### config.mk
export PLATFORM = sky130hd
export DESIGN_NAME = soc_trig_prescaler
export DESIGN_NICKNAME = d
export VERILOG_FILES = /design/src/rtl/soc_trig_pkg.sv /design/src/rtl/soc_evt_select.sv /design/src/rtl/soc_prescale_cnt.sv /design/src/rtl/soc_trig_prescaler.sv
export SDC_FILE = /design/constraint.sdc
export NUM_CORES = 1
export LEC_CHECK = 0
export ABC_AREA = 1
export BUFFER_PORTS_ARGS = -buffer_cell sky130_fd_sc_hd__clkbuf_2
export CAP_MARGIN = 20
export CORE_UTILIZATION = 30
export DETAILED_ROUTE_END_ITERATION = 10
export HOLD_SLACK_MARGIN = 0.05
export MAX_ROUTING_LAYER = met4
export PLACE_DENSITY = 0.6
export SYNTH_ARGS = -nofsm -noshare
export SYNTH_HDL_FRONTEND = slang
export SYNTH_SLANG_ARGS = --single-unit
### constraint.sdc
create_clock -name clk -period 4.25 [get_ports clk]
set_input_delay 0.425 -clock clk [delete_from_list [all_inputs] [get_ports clk]]
set_output_delay 0.425 -clock clk [all_outputs]
set_load 0.02 [all_outputs]
### src/rtl/soc_trig_pkg.sv
package soc_trig_pkg;

  typedef enum logic [2:0] {
    SRC_DC       = 3'd0,
    SRC_ZERO     = 3'd1,
    SRC_PRD      = 3'd2,
    SRC_ZERO_PRD = 3'd3,
    SRC_CMP_UP   = 3'd4,
    SRC_CMP_DN   = 3'd5,
    SRC_CMP_ANY  = 3'd6,
    SRC_NONE     = 3'd7
  } trig_src_e;

  localparam int unsigned SEL_W = 3;

  // Decode one source code into an event hit.
  function automatic logic src_hit(input trig_src_e sel, input logic zero,
                                   input logic prd, input logic up,
                                   input logic dn, input logic dc);
    logic h;
    unique case (sel)
      SRC_DC:       h = dc;
      SRC_ZERO:     h = zero;
      SRC_PRD:      h = prd;
      SRC_ZERO_PRD: h = zero | prd;
      SRC_CMP_UP:   h = up;
      SRC_CMP_DN:   h = dn;
      SRC_CMP_ANY:  h = up | dn;
      default:      h = 1'b0;
    endcase
    return h;
  endfunction

endpackage

### src/rtl/soc_evt_select.sv
module soc_evt_select
  import soc_trig_pkg::*;
#(
  parameter int unsigned CH_IDX = 0,
  parameter int unsigned NUM_CH = 2,
  localparam int unsigned CMP_N = 2 * NUM_CH,
  localparam int unsigned IDX_W = (CMP_N > 1) ? $clog2(CMP_N) : 1
) (
  input  logic             ctr_zero,
  input  logic             ctr_prd,
  input  logic [CMP_N-1:0] cmp_up,
  input  logic [CMP_N-1:0] cmp_dn,
  input  logic             dc_trig,
  input  logic [SEL_W-1:0] sel,
  input  logic             cmp_alt,
  output logic             hit
);

  // Compare line used by this channel: own index, or shifted by NUM_CH.
  function automatic logic [IDX_W-1:0] cmp_index(input logic alt);
    return alt ? IDX_W'(CH_IDX + NUM_CH) : IDX_W'(CH_IDX);
  endfunction

  logic [IDX_W-1:0] ci;
  logic             up_sel;
  logic             dn_sel;

  always_comb begin
    ci     = cmp_index(cmp_alt);
    up_sel = cmp_up[ci];
    dn_sel = cmp_dn[ci];
    hit    = src_hit(trig_src_e'(sel), ctr_zero, ctr_prd, up_sel, dn_sel, dc_trig);
  end

endmodule

### src/rtl/soc_prescale_cnt.sv
module soc_prescale_cnt #(
  parameter int unsigned SHORT_W = 2,
  parameter int unsigned LONG_W  = 4
) (
  input  logic              clk,
  input  logic              rst_n,
  input  logic              hit,
  input  logic              frc,
  input  logic              sync_in,
  input  logic              wide,
  input  logic [SHORT_W-1:0] prd_short,
  input  logic [LONG_W-1:0] prd_long,
  input  logic              en,
  input  logic              init_en,
  input  logic              init_on_frc,
  input  logic [LONG_W-1:0] init_val,
  input  logic              clr,
  output logic              pulse,
  output logic              flag,
  output logic [LONG_W-1:0] count,
  output logic              fire,
  output logic              load
);

  function automatic logic [LONG_W-1:0] active_period(input logic w,
      input logic [SHORT_W-1:0] ps, input logic [LONG_W-1:0] pl);
    return w ? pl : LONG_W'(ps);
  endfunction

  // Count after an edge with no load and no fire.
  function automatic logic [LONG_W-1:0] advance(input logic [LONG_W-1:0] c,
      input logic [LONG_W-1:0] p, input logic step);
    logic [LONG_W-1:0] r;
    if (c > p)               r = '0;
    else if (step && c < p)  r = c + LONG_W'(1);
    else                     r = c;
    return r;
  endfunction

  logic [LONG_W-1:0] prd_act;
  logic              prd_zero;
  logic              step;
  logic [LONG_W-1:0] cnt_nxt;

  always_comb begin
    prd_act  = active_period(wide, prd_short, prd_long);
    prd_zero = (prd_act == '0);
    step     = hit | frc;
    load     = !prd_zero && wide && init_en && (sync_in || (frc && init_on_frc));
    fire     = !prd_zero && !load && en && (count == prd_act);
    if (prd_zero)  cnt_nxt = '0;
    else if (load) cnt_nxt = init_val;
    else if (fire) cnt_nxt = step ? LONG_W'(1) : '0;
    else           cnt_nxt = advance(count, prd_act, step);
  end

  always_ff @(posedge clk or negedge rst_n) begin
    if (!rst_n) begin
      count <= '0;
      pulse <= 1'b0;
      flag  <= 1'b0;
    end else begin
      count <= cnt_nxt;
      pulse <= fire;
      flag  <= fire | (flag & ~clr);
    end
  end

endmodule

### src/rtl/soc_trig_prescaler.sv
module soc_trig_prescaler
  import soc_trig_pkg::*;
#(
  parameter int unsigned NUM_CH  = 2,
  parameter int unsigned SHORT_W = 2,
  parameter int unsigned LONG_W  = 4,
  localparam int unsigned CMP_N  = 2 * NUM_CH
) (
  input  logic                            clk,
  input  logic                            rst_n,
  input  logic                            ctr_zero,
  input  logic                            ctr_prd,
  input  logic [CMP_N-1:0]                cmp_up,
  input  logic [CMP_N-1:0]                cmp_dn,
  input  logic [NUM_CH-1:0]               dc_trig,
  input  logic                            sync_in,
  input  logic [NUM_CH-1:0][SEL_W-1:0]    trig_sel,
  input  logic [NUM_CH-1:0]               cmp_alt,
  input  logic [NUM_CH-1:0]               wide_mode,
  input  logic [NUM_CH-1:0][SHORT_W-1:0]  prd_short,
  input  logic [NUM_CH-1:0][LONG_W-1:0]   prd_long,
  input  logic [NUM_CH-1:0]               trig_en,
  input  logic [NUM_CH-1:0]               init_en,
  input  logic [NUM_CH-1:0]               init_on_frc,
  input  logic [NUM_CH-1:0][LONG_W-1:0]   init_val,
  input  logic [NUM_CH-1:0]               frc,
  input  logic [NUM_CH-1:0]               flag_clr,
  output logic [NUM_CH-1:0]               trig_pulse,
  output logic [NUM_CH-1:0]               trig_flag,
  output logic [NUM_CH-1:0][LONG_W-1:0]   trig_count
);

  // Named internal events, visible to the bound checker.
  logic [NUM_CH-1:0] hit_vec;
  logic [NUM_CH-1:0] fire_vec;
  logic [NUM_CH-1:0] load_vec;

  for (genvar g = 0; g < NUM_CH; g++) begin : g_ch
    soc_evt_select #(
      .CH_IDX (g),
      .NUM_CH (NUM_CH)
    ) i_sel (
      .ctr_zero (ctr_zero),
      .ctr_prd  (ctr_prd),
      .cmp_up   (cmp_up),
      .cmp_dn   (cmp_dn),
      .dc_trig  (dc_trig[g]),
      .sel      (trig_sel[g]),
      .cmp_alt  (cmp_alt[g]),
      .hit      (hit_vec[g])
    );

    soc_prescale_cnt #(
      .SHORT_W (SHORT_W),
      .LONG_W  (LONG_W)
    ) i_cnt (
      .clk         (clk),
      .rst_n       (rst_n),
      .hit         (hit_vec[g]),
      .frc         (frc[g]),
      .sync_in     (sync_in),
      .wide        (wide_mode[g]),
      .prd_short   (prd_short[g]),
      .prd_long    (prd_long[g]),
      .en          (trig_en[g]),
      .init_en     (init_en[g]),
      .init_on_frc (init_on_frc[g]),
      .init_val    (init_val[g]),
      .clr         (flag_clr[g]),
      .pulse       (trig_pulse[g]),
      .flag        (trig_flag[g]),
      .count       (trig_count[g]),
      .fire        (fire_vec[g]),
      .load        (load_vec[g])
    );
  end

endmodule

==> Implementation_results.wiki <==
{| class="wikitable"
! Metric !! Value
|-
| Outcome || completed
|-
| Slowest cell on the critical path || ha_1
|-
| Gate family responsible for the most delay along the worst path || simple AND/OR/NAND/NOR gates
|-
| Pleak || approximately 1.1 nW
|-
| Post-Syn Area || 1300 sq um
|-
| Clock Root Buffer || clkbuf_8
|-
| Category of the most critical setup path || primary input to register
|-
| Post-route cell area || around 1700 sq um
|-
| Die width || a little under 70 um
|-
| Post-cts gate resize count || 0
|-
| Number of clock sinks seen by CTS || 12
|-
| CTS tree || built
|-
| Crit path capture type || register
|-
| Depth of the worst register-to-register path || 11
|-
| Max-capacitance violation count || 0
|-
| DP Worst Slack || around 2.2 ns
|-
| Total gr overflow || 0
|-
| Die footprint || roughly 4600 sq um
|-
| Via count of the first global-routing pass || 1193
|-
| Proportion of synthesized flip-flops having asynchronous set or reset || 1.00
|-
| Setup repair after global routing missed its margin || false
|-
| Sw power || ~0.36 mW
|-
| Worst reg2reg setup slack || between 2 and 2.5 ns
|-
| Overall die height || slightly below 70 um
|-
| Routed length on met2 || ~1200 um
|-
| Routed length on met1 || around 1500 um
|-
| Combinational share of power || 0.579
|-
| Highest routed metal layer || met3
|-
| Fraction of power spent switching nets || 0.469
|-
| Critical path buffers and inverters || 4
|-
| Nets in the synthesized netlist || 284
|-
| Met3 routed WL || around 130 um
|-
| Avg Cell Area, Syn || approximately 5.9 sq um
|-
| Number of synthesized flops with an enable pin || 0
|-
| Critical path launch point type || primary input
|-
| Core footprint || between 4000 and 5000 sq um
|-
| Tightest slew margin relative to the limit || 0.782
|-
| Internal power contribution || 0.405 mW
|-
| Post-Route Skew || 0.00320 ns
|-
| Antenna Cells || 0
|-
| Post-Synthesis Cells || between 200 and 250
|-
| Number of vias in the routed layout || approximately 1.4k
|-
| Clock buffer count from CTS || 3
|-
| Final cell utilization of the core || 0.421
|-
| Placed cell area || 1670 sq um
|-
| Number of unique standard cell types used by synthesis || 20
|-
| Final Hold Vio Count || 0
|-
| Number of routed nets with antenna violations || 0
|-
| Endpoint of the worst register-to-register path || g_ch[1].i_cnt.count[2]$_DFFE_PN0P_
|-
| Final setup violating endpoints || 0
|-
| Number of levels the H-tree was split into || 1
|-
| Pwr per Cell Area || 443 nW/um^2
|-
| Most frequently used flop master after synthesis || dfrtp_1
|-
| Std-Cell Rows || 23
|-
| Setup fix buffers added after clock tree synthesis || 0
|-
| Critical Path Start || wide_mode[1]
|-
| Library cell appearing most often on the critical path || nand2_1
|-
| Wire length of the first global-routing pass || between 4000 and 5000 um
|-
| Critical-path cell list || clkbuf_2 > inv_1 > nand2_1 > nand2_1 > ha_1 > inv_1 > o21ai_0 > nand2_1 > nand2_1 > nand2_1 > inv_1 > nor2_1 > a21boi_1 > nand2_1 > nand2_1
|-
| Post-layout nets || about 350
|-
| Termination of the worst setup path || g_ch[1].i_cnt.count[2]$_DFFE_PN0P_
|-
| Crit Path Max Fanout || 7
|-
| All-Layer GR Usage || 0.140
|-
| Maximum clock frequency || about 0.54 GHz
|-
| Fill count || ~450
|-
| Wire length per cell || around 8.5 um
|-
| Final wirelength || around 2800 um
|-
| Setup TNS Final || 0 ns
|-
| Final worst path period share || 0.437
|-
| Total count of max-transition violations in the final report || 0
|-
| Final critical path time including I/O delays and setup || approximately 1.9 ns
|-
| Initial antenna violation count || 0
|-
| Most frequent cells in the layout || nand2_1 (89), clkbuf_2 (66), inv_1 (39)
|-
| Peak supply drop || roughly 0.12 mV
|-
| Synth-to-layout area growth || 32.1%
|-
| Crit path DAT || a little over 2 ns
|-
| Share of cells above drive strength 1 || 0.291
|-
| I/O pins || between 60 and 70
|-
| Clk_lat worst skew || ~0.24 ns
|-
| Initial Util || 0.319
|-
| Required time of the critical path || ~4.4 ns
|-
| Delay contributed by the slowest stage of the critical path || ~0.30 ns
|-
| Dpl hpwl || roughly 2500 um
|-
| Clock transition time at the flip-flop clock pins of the worst setup and hold paths || approximately 0.050 ns
|-
| Pin count of the biggest net entering global routing || 13
|-
| Number of iterations in the first detailed-routing pass || 4
|-
| Actual transition at the worst max-transition pin || around 0.33 ns
|-
| Hold/Removal Path Class || primary input to asynchronous set/reset pin
|-
| Number of cells on the critical path || 15
|-
| Final setup margin || 2.39 ns
|-
| Post-synthesis sequential element count || 12
|-
| DRC || 0
|-
| Sequential-to-total area share from yosys stat || 0.231
|-
| Power Total || about 0.76 mW
|-
| Maximum root-to-sink buffer count || 2
|-
| Most common cell after layout, fill and taps aside || nand2_1
|-
| Cts hold-fix bufs || 0
|-
| Startpoint of the worst register-to-register path || g_ch[1].i_cnt.count[1]$_DFFE_PN0P_
|-
| Vias/cell || around 4.2
|-
| Relative contribution of the clock network to total power || 0.160
|-
| Yosys Warn Count || 0
|-
| Detailed router's first-iteration violation count || 53
|-
| Sequential share of power || 0.261
|-
| Final Wtd Congestion || approximately 0.8
|-
| Number of buffer cells added on primary ports || 66
|}
==> sequential cells by signal (all words and copies together) (netlist names) <==
register / count
g_ch.i_cnt.count: 8
g_ch.i_cnt.flag: 2
g_ch.i_cnt.pulse: 2
==> worst register-to-register path, cell delays in order (launching register included) <==
cell and delay, ns:
dfrtp_1 0.45, ha_1 0.33, inv_1 0.04, o21ai_0 0.13, nand2_1 0.06, nand2_1 0.07, nand2_1 0.11, inv_1 0.08
nor2_1 0.05, a21boi_1 0.30, nand2_1 0.08, nand2_1 0.07
==> Yosys cell counts, types with 2 or more instances <==
| library cell | n | area share |
|---|---|---|
| nor2_1 | 9 | 0.026 |
| nand3_1 | 15 | 0.058 |
| nand4_1 | 2 | 0.0096 |
| dfrtp_1 | 12 | 0.23 |
| inv_2 | 4 | 0.012 |
| xor2_1 | 3 | 0.020 |
| a21oi_1 | 4 | 0.015 |
| nand2_1 | 89 | 0.26 |
| nand3_2 | 5 | 0.038 |
| o21ai_1 | 4 | 0.015 |
| o21ai_0 | 13 | 0.050 |
| buf_4 | 4 | 0.023 |
| inv_1 | 39 | 0.11 |
| ha_1 | 10 | 0.096 |
==> worst min-delay path by stage <==
stage                     startpoint                            endpoint  slack, ns  depth (start not counted)
final                          rst_n  g_ch[0].i_cnt.count[3]$_DFFE_PN0P_       0.06                          1
after global routing           rst_n        g_ch[0].i_cnt.flag$_DFF_PN0_       0.07                          1
after CTS                      rst_n  g_ch[0].i_cnt.count[3]$_DFFE_PN0P_       0.06                          1
after detailed placement       rst_n  g_ch[0].i_cnt.count[3]$_DFFE_PN0P_       0.32                          1
after global placement         rst_n  g_ch[0].i_cnt.count[3]$_DFFE_PN0P_       0.32                          1
after floorplan                rst_n  g_ch[0].i_cnt.count[0]$_DFFE_PN0P_       0.13                          0
==> cells by family (layout without fill, tap and decap cells) <==
kind of cell	Yosys count	in the layout	share of synthesized area
buffers and inverters	47	113	0.147
flip-flops	12	12	0.231
AO/OA/AOI/OAI	24	24	0.102
adder cells (fa/ha/maj)	10	10	0.0961
AND/OR/NAND/NOR	122	122	0.398
XOR/XNOR	4	4	0.0269
==> per-stage QoR <==
stage | hold slack, ns | instances
after floorplan | 0.129 | 219
after global placement | 0.320 | 331
after detailed placement | 0.322 | 331
after CTS | 0.0636 | 335
after global routing | 0.0705 | 335
final | 0.0575 | 335
==> final cells by class <==
class                      count  area (sq um)  share of cell area
clock buffer                   4          55.1              0.0320
inverter                      43           161              0.0938
multi-input combinational    160           811               0.471
sequential                    12           300               0.175
tap                           50          62.6              0.0364
timing repair buffer          66           330               0.192
==> metal layers <==
layer / GRT usage / up-vias
li1: - / 806
met1: 0.188 / 547
met2: 0.224 / 43
met3: 0.0200 / 0
met4: 0.0234 / 0
met5: - / -
==> power by group through the flow <==
stage               clock network (mW)  logic [mW]  registers (mW)
global placement                     0       0.442           0.203
global route                     0.135       0.523           0.206
detailed placement                   0       0.443           0.202
finish                           0.122       0.441           0.199
floorplan                            0       0.305           0.221
CTS                              0.127       0.445           0.200
Note: power is estimated with default switching activity, not from simulation.
